===== src/rtl/bdr_pkg.sv =====
`timescale 1ns/1ps
// Shared field positions, error masks and the write-back word builder.
// Assumes 32-bit descriptor words with the length in the upper half.
package bdr_pkg;
    localparam int F_OWN  = 15;  // ready (tx) / empty (rx)
    localparam int F_IRQ  = 14;
    localparam int F_WRAP = 13;
    localparam int F_PAD  = 12;
    localparam int F_CRC  = 11;

    localparam logic [8:0] TX_ERR_MASK = 9'h10D;  // carrier, late coll, retry limit, underrun
    localparam logic [8:0] RX_ERR_MASK = 9'h0EF;  // all of 7:0 except dribble

    // Builds the status word written on completion: owner flag cleared.
    function automatic logic [31:0] wb_word(input logic [15:0] len,
                                            input logic [5:0] ctl,
                                            input logic [8:0] st);
        return {len, 1'b0, ctl, st};
    endfunction
endpackage


===== src/rtl/bdr_table.sv =====
`timescale 1ns/1ps
// Descriptor storage: NUM_DESC entries of status and address words.
// Assumes the two hardware write-back ports never target the same entry
// (rings are disjoint); hardware write-back beats a software status write.
module bdr_table #(
    parameter int NUM_DESC = 16,
    localparam int IDX_W = $clog2(NUM_DESC)
) (
    input  logic             clk,
    input  logic             rst_n,
    input  logic             sw_we,
    input  logic [IDX_W-1:0] sw_idx,
    input  logic             sw_word,
    input  logic [31:0]      sw_wdata,
    output logic [31:0]      sw_rdata,
    input  logic [IDX_W-1:0] tx_idx,
    output logic [31:9]      tx_hi,
    output logic [31:0]      tx_ad,
    input  logic             tx_wb_en,
    input  logic [31:0]      tx_wb,
    input  logic [IDX_W-1:0] rx_idx,
    output logic [15:9]      rx_ctl,
    input  logic             rx_wb_en,
    input  logic [31:0]      rx_wb
);
    logic [31:0] st_q [NUM_DESC];
    logic [31:0] ad_q [NUM_DESC];

    // Storage update: hardware write-back first, software otherwise.
    always_ff @(posedge clk) begin
        if (!rst_n) begin
            for (int i = 0; i < NUM_DESC; i++) begin
                st_q[i] <= '0;
                ad_q[i] <= '0;
            end
        end else begin
            for (int i = 0; i < NUM_DESC; i++) begin
                if (tx_wb_en && tx_idx == IDX_W'(i))
                    st_q[i] <= tx_wb;
                else if (rx_wb_en && rx_idx == IDX_W'(i))
                    st_q[i] <= rx_wb;
                else if (sw_we && !sw_word && sw_idx == IDX_W'(i))
                    st_q[i] <= sw_wdata;
                if (sw_we && sw_word && sw_idx == IDX_W'(i))
                    ad_q[i] <= sw_wdata;
            end
        end
    end

    // Read ports for software and both walkers.
    always_comb begin
        sw_rdata = sw_word ? ad_q[sw_idx] : st_q[sw_idx];
        tx_hi    = st_q[tx_idx][31:9];
        tx_ad    = ad_q[tx_idx];
        rx_ctl   = st_q[rx_idx][15:9];
    end
endmodule


===== src/rtl/bdr_tx_walk.sv =====
`timescale 1ns/1ps
// Transmit ring walker: waits for ready on the current entry, holds the
// request to the datapath until done, writes status back and advances.
// Assumes the datapath raises tx_done only while tx_req is high.
module bdr_tx_walk
    import bdr_pkg::*;
#(
    parameter int NUM_DESC = 16,
    parameter int CNT_W = 5,
    localparam int IDX_W = $clog2(NUM_DESC)
) (
    input  logic             clk,
    input  logic             rst_n,
    input  logic             restart,
    input  logic [CNT_W-1:0] tx_count,
    input  logic [31:9]      cur_hi,
    input  logic [31:0]      cur_ad,
    output logic [IDX_W-1:0] ptr,
    input  logic             tx_done,
    input  logic [8:0]       tx_stat,
    output logic             wb_en,
    output logic [31:0]      wb_data,
    output logic             tx_req,
    output logic [31:0]      tx_buf_addr,
    output logic [15:0]      tx_len,
    output logic             tx_pad,
    output logic             tx_crc,
    output logic             tx_evt,
    output logic             tx_err
);
    logic             busy_q, evt_q, err_q, pad_q, crc_q;
    logic [31:0]      addr_q;
    logic [15:0]      len_q;
    logic [IDX_W-1:0] ptr_q, ptr_nx;
    logic             finish;

    // Completion write-back and next-entry selection.
    always_comb begin
        finish  = busy_q && tx_done;
        wb_en   = finish;
        wb_data = wb_word(cur_hi[31:16], cur_hi[14:9], tx_stat);
        ptr_nx  = (cur_hi[F_WRAP] || ptr_q == IDX_W'(NUM_DESC - 1)) ? '0 : ptr_q + 1'b1;
    end

    // Ring state: pick up ready entries, complete, advance or restart.
    always_ff @(posedge clk) begin
        if (!rst_n) begin
            busy_q <= 1'b0; ptr_q <= '0; evt_q <= 1'b0; err_q <= 1'b0;
            addr_q <= '0; len_q <= '0; pad_q <= 1'b0; crc_q <= 1'b0;
        end else begin
            evt_q <= finish && cur_hi[F_IRQ];
            err_q <= finish && |(tx_stat & TX_ERR_MASK);
            if (restart) begin
                busy_q <= 1'b0;
                ptr_q  <= '0;
            end else if (busy_q) begin
                if (tx_done) begin
                    busy_q <= 1'b0;
                    ptr_q  <= ptr_nx;
                end
            end else if (tx_count != '0 && cur_hi[F_OWN]) begin
                busy_q <= 1'b1;
                addr_q <= cur_ad;
                len_q  <= cur_hi[31:16];
                pad_q  <= cur_hi[F_PAD];
                crc_q  <= cur_hi[F_CRC];
            end
        end
    end

    assign ptr         = ptr_q;
    assign tx_req      = busy_q;
    assign tx_buf_addr = addr_q;
    assign tx_len      = len_q;
    assign tx_pad      = pad_q;
    assign tx_crc      = crc_q;
    assign tx_evt      = evt_q;
    assign tx_err      = err_q;

    p_req_hold_r4: assert property (@(posedge clk) disable iff (!rst_n)
        (tx_req && !tx_done && !restart) |=> (tx_req && $stable(tx_buf_addr) && $stable(tx_len)));
    p_evt_cause_r7: assert property (@(posedge clk) disable iff (!rst_n)
        (tx_evt || tx_err) |-> $past(tx_done && tx_req));
endmodule


===== src/rtl/bdr_rx_walk.sv =====
`timescale 1ns/1ps
// Receive ring walker: stores each reported frame into the current empty
// entry or drops it with a busy pulse. Assumes rx_valid is a one-cycle strobe.
module bdr_rx_walk
    import bdr_pkg::*;
#(
    parameter int NUM_DESC = 16,
    parameter int CNT_W = 5,
    parameter int RST_BASE = 8,
    localparam int IDX_W = $clog2(NUM_DESC)
) (
    input  logic             clk,
    input  logic             rst_n,
    input  logic             restart,
    input  logic [CNT_W-1:0] new_base,
    input  logic [CNT_W-1:0] tx_count,
    input  logic [15:9]      cur_ctl,
    output logic [IDX_W-1:0] ptr,
    input  logic             rx_valid,
    input  logic [15:0]      rx_len,
    input  logic [8:0]       rx_stat,
    output logic             wb_en,
    output logic [31:0]      wb_data,
    output logic             rx_evt,
    output logic             rx_err,
    output logic             rx_busy
);
    logic [IDX_W-1:0] ptr_q, ptr_nx;
    logic             take, evt_q, err_q, busy_q;

    // Accept decision, write-back word and next entry.
    always_comb begin
        take    = rx_valid && (32'(tx_count) < NUM_DESC) && cur_ctl[F_OWN];
        wb_en   = take;
        wb_data = wb_word(rx_len, cur_ctl[14:9], rx_stat);
        ptr_nx  = (cur_ctl[F_WRAP] || ptr_q == IDX_W'(NUM_DESC - 1)) ? IDX_W'(tx_count)
                                                                      : ptr_q + 1'b1;
    end

    // Pointer and event registers.
    always_ff @(posedge clk) begin
        if (!rst_n) begin
            ptr_q <= IDX_W'(RST_BASE); evt_q <= 1'b0; err_q <= 1'b0; busy_q <= 1'b0;
        end else begin
            evt_q  <= take && cur_ctl[F_IRQ];
            err_q  <= take && |(rx_stat & RX_ERR_MASK);
            busy_q <= rx_valid && !take;
            if (restart)
                ptr_q <= IDX_W'(new_base);
            else if (take)
                ptr_q <= ptr_nx;
        end
    end

    assign ptr     = ptr_q;
    assign rx_evt  = evt_q;
    assign rx_err  = err_q;
    assign rx_busy = busy_q;

    p_one_outcome_r10: assert property (@(posedge clk) disable iff (!rst_n)
        $onehot0({rx_evt, rx_busy}) && $onehot0({rx_err, rx_busy}));
    p_busy_cause_r10: assert property (@(posedge clk) disable iff (!rst_n)
        rx_busy |-> $past(rx_valid));
endmodule


===== src/rtl/bdr_ring_seq.sv =====
`timescale 1ns/1ps
// Top: register decode, ring-split count and the two ring walkers around
// the shared descriptor table. Assumes NUM_DESC is a power of two.
module bdr_ring_seq #(
    parameter int NUM_DESC = 16,
    parameter int AW = 10
) (
    input  logic        clk,
    input  logic        rst_n,
    input  logic        reg_we,
    input  logic [AW-1:0] reg_addr,
    input  logic [31:0] reg_wdata,
    output logic [31:0] reg_rdata,
    output logic        tx_req,
    output logic [31:0] tx_buf_addr,
    output logic [15:0] tx_len,
    output logic        tx_pad,
    output logic        tx_crc,
    input  logic        tx_done,
    input  logic [8:0]  tx_stat,
    input  logic        rx_valid,
    input  logic [15:0] rx_len,
    input  logic [8:0]  rx_stat,
    output logic        tx_evt,
    output logic        tx_err,
    output logic        rx_evt,
    output logic        rx_err,
    output logic        rx_busy
);
    localparam int TXMAX = (NUM_DESC < 128) ? NUM_DESC : 128;
    localparam int IDX_W = $clog2(NUM_DESC);
    localparam int CNT_W = $clog2(TXMAX + 1);
    localparam logic [AW-1:0] CNT_ADDR = AW'(8);
    localparam logic [AW-1:0] TBL_BASE = AW'(256);
    localparam logic [AW:0]   TBL_END  = (AW + 1)'(256 + 2 * NUM_DESC);

    logic [CNT_W-1:0] cnt_q, cnt_wr;
    logic             is_cnt, is_tbl, restart;
    logic [AW-1:0]    tbl_off;
    logic [IDX_W-1:0] sw_idx, tx_ptr, rx_ptr;
    logic [31:0]      tbl_rdata, tx_ad, tx_wb, rx_wb;
    logic [31:9]      tx_hi;
    logic [15:9]      rx_ctl;
    logic             tx_wb_en, rx_wb_en;

    // Address decode and clamped count value.
    always_comb begin
        is_cnt  = reg_addr == CNT_ADDR;
        is_tbl  = reg_addr >= TBL_BASE && {1'b0, reg_addr} < TBL_END;
        tbl_off = reg_addr - TBL_BASE;
        sw_idx  = IDX_W'(tbl_off >> 1);
        restart = reg_we && is_cnt;
        cnt_wr  = (reg_wdata > 32'(TXMAX)) ? CNT_W'(TXMAX) : CNT_W'(reg_wdata);
    end

    // Ring-split count register.
    always_ff @(posedge clk) begin
        if (!rst_n)
            cnt_q <= CNT_W'(TXMAX / 2);
        else if (restart)
            cnt_q <= cnt_wr;
    end

    // Read-data multiplexer.
    always_comb begin
        if (is_cnt)      reg_rdata = 32'(cnt_q);
        else if (is_tbl) reg_rdata = tbl_rdata;
        else             reg_rdata = '0;
    end

    bdr_table #(.NUM_DESC(NUM_DESC)) u_table (
        .clk(clk), .rst_n(rst_n),
        .sw_we(reg_we && is_tbl), .sw_idx(sw_idx), .sw_word(tbl_off[0]),
        .sw_wdata(reg_wdata), .sw_rdata(tbl_rdata),
        .tx_idx(tx_ptr), .tx_hi(tx_hi), .tx_ad(tx_ad), .tx_wb_en(tx_wb_en), .tx_wb(tx_wb),
        .rx_idx(rx_ptr), .rx_ctl(rx_ctl), .rx_wb_en(rx_wb_en), .rx_wb(rx_wb)
    );

    bdr_tx_walk #(.NUM_DESC(NUM_DESC), .CNT_W(CNT_W)) u_tx (
        .clk(clk), .rst_n(rst_n), .restart(restart), .tx_count(cnt_q),
        .cur_hi(tx_hi), .cur_ad(tx_ad), .ptr(tx_ptr),
        .tx_done(tx_done), .tx_stat(tx_stat), .wb_en(tx_wb_en), .wb_data(tx_wb),
        .tx_req(tx_req), .tx_buf_addr(tx_buf_addr), .tx_len(tx_len),
        .tx_pad(tx_pad), .tx_crc(tx_crc), .tx_evt(tx_evt), .tx_err(tx_err)
    );

    bdr_rx_walk #(.NUM_DESC(NUM_DESC), .CNT_W(CNT_W), .RST_BASE(TXMAX / 2)) u_rx (
        .clk(clk), .rst_n(rst_n), .restart(restart), .new_base(cnt_wr), .tx_count(cnt_q),
        .cur_ctl(rx_ctl), .ptr(rx_ptr),
        .rx_valid(rx_valid), .rx_len(rx_len), .rx_stat(rx_stat),
        .wb_en(rx_wb_en), .wb_data(rx_wb),
        .rx_evt(rx_evt), .rx_err(rx_err), .rx_busy(rx_busy)
    );

    p_cnt_limit_r2: assert property (@(posedge clk) disable iff (!rst_n)
        32'(cnt_q) <= TXMAX);
    p_rx_in_ring_r9: assert property (@(posedge clk) disable iff (!rst_n)
        $past(rx_wb_en && !restart) |-> (32'(rx_ptr) >= 32'(cnt_q) || 32'(cnt_q) >= NUM_DESC));
endmodule


===== config.mk =====
export PLATFORM = sky130hd
export DESIGN_NAME = bdr_ring_seq
export DESIGN_NICKNAME = d
export VERILOG_FILES = /design/src/rtl/bdr_pkg.sv /design/src/rtl/bdr_table.sv /design/src/rtl/bdr_tx_walk.sv /design/src/rtl/bdr_rx_walk.sv /design/src/rtl/bdr_ring_seq.sv
export SDC_FILE = /design/constraint.sdc
export NUM_CORES = 2
export LEC_CHECK = 0
export ABC_AREA = 1
export BUFFER_PORTS_ARGS = -buffer_cell sky130_fd_sc_hd__buf_2
export CAP_MARGIN = 20
export CORE_AREA = 3 3 547 414
export CTS_BUF_LIST = sky130_fd_sc_hd__clkbuf_2 sky130_fd_sc_hd__clkbuf_4 sky130_fd_sc_hd__clkbuf_8
export CTS_CLUSTER_SIZE = 24
export DETAILED_ROUTE_END_ITERATION = 10
export DIE_AREA = 0 0 550 417
export PLACE_DENSITY = 0.51
export SLEW_MARGIN = 20
export SYNTH_ARGS = -nofsm -noshare
export SYNTH_HDL_FRONTEND = slang
export SYNTH_SLANG_ARGS = --single-unit

===== constraint.sdc =====
create_clock -name clk -period 5.13 [get_ports clk]
set_input_delay 0.2565 -clock clk [delete_from_list [all_inputs] [get_ports clk]]
set_output_delay 0.2565 -clock clk [all_outputs]
set_load 0.1 [all_outputs]

==> impl_metrics.py <==
metrics = {
    "outcome": {
        "run_status": "finished, final reports clean",
    },
    "placed_design": {
        "gp_congestion": 0.9380,
        "post-dp-hpwl_um": 210600,
        "port_buffers": 168,
    },
    "global_routing": {
        "antenna_found_initial": 22,
        "grt_pass1_wl_um": 458800,
        "gr-total-overflow": 0,
        "grt_pass1_vias": 60710,
        "grt_max_degree": 131,
        "track_usage": 0.2748,
    },
    "cells_and_area": {
        "multi_input_area_um2": 28230,
        "syn_to_final_growth_pct": 12.82,
        "num-fill-cells": 23180,
        "fin_nets": 8538,
        "drive_above_1_share": 0.09812,
        "register_area_um2": 32310,
    },
    "timing": {
        "slew_viol_final": 0,
        "relSlewSlack": 0.1217,
        "tightest_slew_ns": 1.304,
        "max_freq_ghz": 0.2066,
        "final.setup.tns_ns": 0,
        "skew_ns": 0.05611,
        "period_needed_ns": 4.841,
        "hold_viol_final": 0,
        "setup_viol": 0,
        "grt_setup_unrepaired": "no",
        "period_share": 0.9437,
    },
    "yosys": {
        "ys.flop_type": "edfxtp_1",
        "synth.area.top_cells": "edfxtp_1 (46%), nand2_1 (12%), nor2_1 (5.8%), o21ai_0 (5.6%), a22oi_1 (4.3%)",
        "yosysSeqAreaShare": 0.4871,
        "synthArstFlopShare": 0,
        "ys_types": 51,
        "synth_common_cells": "nand2_1 (2,076), nor2_1 (1,032), edfxtp_1 (1,024), o21ai_0 (736), inv_1 (724)",
        "synth_top_area_share": 0.4638,
        "yosysMostFrequentCell": "nand2_1",
        "yosysWarnings": 0,
        "synth_edf_count": 1024,
        "avgSynthCellArea_um2": 7.800,
        "syn_nets": 8589,
        "yosysTopAreaCell": "edfxtp_1",
        "ys_ff_latch": 1101,
        "syn_inst": 8500,
        "synth_area_um2": 66300,
    },
    "clocking": {
        "ctsHoldBuffers": 94,
        "clockRootBuffer": "clkbuf_8",
        "cts.sink_count": 1101,
        "cts_setup_buffers": 0,
        "clkTransAtPathRegs_ns": 0.06,
        "tritoncts": "done",
        "cts_buffer_depth": 3,
        "clock_latency_ns": 0.98,
        "cts_buffers": 187,
        "post_cts_resized": 0,
        "cts_htree_levels": 4,
    },
    "critical_path": {
        "critPathRequiredTime_ns": 4.87,
        "arrival_ns": 4.58,
        "cp-end-kind": "primary output",
        "cp-start-kind": "flip-flop",
        "crit_fanout": 3,
        "timing_worst_setup_path_type": "flip-flop to primary output",
        "r2r_setup_slack_ns": 0.77,
    },
    "power": {
        "total_power_mw": 25.00,
        "ir_worst_vdd_mv": 0.2840,
        "p_leak_nw": 30.87,
        "pwr_density_cell_nw_per_um2": 334.2,
    },
    "drt": {
        "wl_met1_um": 134700,
        "antenna_left": 0,
        "drc": 0,
        "drt-pass1-iter-count": 7,
        "wirelength_um": 328600,
        "drt_iter0_drc": 11970,
        "routed.top_layer": "met5",
        "vias": 66850,
        "wl_met2_um": 132900,
        "avgRoutedWirePerCell_um": 28.38,
        "wl_met3_um": 48310,
        "post_drt_via_cell_ratio": 5.773,
    },
    "die": {
        "die_area_um2": 229400,
        "core-area_um2": 221800,
        "io_pins": 169,
        "row_count": 150,
        "fp.dieH_um": 417,
        "die_w_um": 550,
        "start_util": 0.2989,
    },
    "run": {
        "drv_cap": 0,
    },
    "worst_hold_path": {
        "hold_class": "primary input to flip-flop",
    },
}
-- layer usage --
| metal | up-vias | track usage |
|---|---|---|
| met1 | 32070 | 0.3912 |
| met3 | 743 | 0.09161 |
| met2 | 5191 | 0.3820 |
| li1 | 28840 | - |
| met4 | 6 | 0.1017 |
| met5 | - | 0.002732 |
-- final timing paths --
kind | start | endpoint | cells after the start
worst max-delay path | u_table.st_q[0][14]$_SDFFCE_PN0P_ | reg_rdata[14] | 8
worst min-delay path | reg_addr[8] | cnt_q[2]$_SDFFE_PN0P_ | 8
worst max register to register | u_tx.ptr[1]$_SDFFE_PP0P_ | u_table.st_q[9][29]$_DFFE_PP_ | 8
worst min register to register | u_tx.tx_len[10]$_SDFFE_PN0P_ | u_tx.tx_len[10]$_SDFFE_PN0P_ | 2
-- sequential cells by signal, summed over array words and instances, names as in the netlist, 4 cells and up, named ones only --
register and count:
u_tx.ptr 4, u_tx.tx_buf_addr 32, u_tx.tx_len 16, u_rx.ptr 4, cnt_q 5, u_table.st_q 512
u_table.ad_q 512
-- logic make-up (layout without fill, tap and decap cells) --
logic type | count (synthesis) | in the layout | share of synthesized area
AND/OR/NAND/NOR | 3886 | 3886 | 0.2415
AO/OA/AOI/OAI | 2009 | 2009 | 0.1766
buffers and inverters | 1490 | 1592 | 0.09255
flip-flops | 1101 | 1101 | 0.4871
adder cells (fa/ha/maj) | 8 | 8 | 0.001510
XOR/XNOR | 5 | 5 | 0.0006605
multiplexers | 1 | 1 | 0.0001510
other | 0 | 14 | 0
-- final cells by class --
class	instances	share of cell area
flip-flops and latches	1101	0.4320
multi-input cells	5909	0.3775
repair buffers	472	0.04997
well taps	2964	0.04958
clock buffers	258	0.04271
inverters	778	0.03936
clock inverters	84	0.008464
diodes	14	0.0004684
-- layout by cell type, fill, tap and decap left out, types with 21 or more instances in the layout --
cell type	instances
buf_4	182
o211ai_1	149
o21ai_1	108
dlygate4sd3_1	94
a21oi_1	462
clkbuf_4	57
clkbuf_8	201
nor2_1	1025
nand4_1	97
inv_1	717
nand2_2	34
nand3_2	21
clkinv_2	24
edfxtp_1	1024
dfxtp_1	70
o31ai_1	22
inv_2	36
nand2_1	2052
o21ai_0	736
nand3_1	515
a22oi_1	383
nor3_1	65
buf_2	166
clkinv_1	59
nor4_1	24
buf_12	28
o22ai_1	113
-- critical path, cell delays in order, from the launching register on --
cell      delay [ns]
edfxtp_1        0.44
nand2_1         0.10
o21ai_0         0.09
o21ai_0         1.03
nand3_1         0.28
o31ai_1         1.09
buf_4           0.26
nor2_1          0.06
buf_2           0.30
-- power breakdown --
part / internal (mW) / switching, mW
clock: 4.41 / 4.18
combinational: 1.22 / 4.23
sequential: 10.5 / 0.441
total: 16.1 / 8.85
-- through the flow --
stage	hold slack, ns	area, um2	worst slack [ns]	std cells	utilization
after detailed placement	0.4593	69920	0.8768	11130	0.3152
after global routing	0.1659	74770	0.4912	11570	0.3371
after floorplan	0.3975	66300	1.273	8500	-
final	0.1112	74800	0.2887	11580	0.3372
after global placement	0.4565	69890	0.8136	11130	0.3150
after CTS	0.05012	74690	0.7777	11560	0.3367
Power figures use the tool's default switching activity.
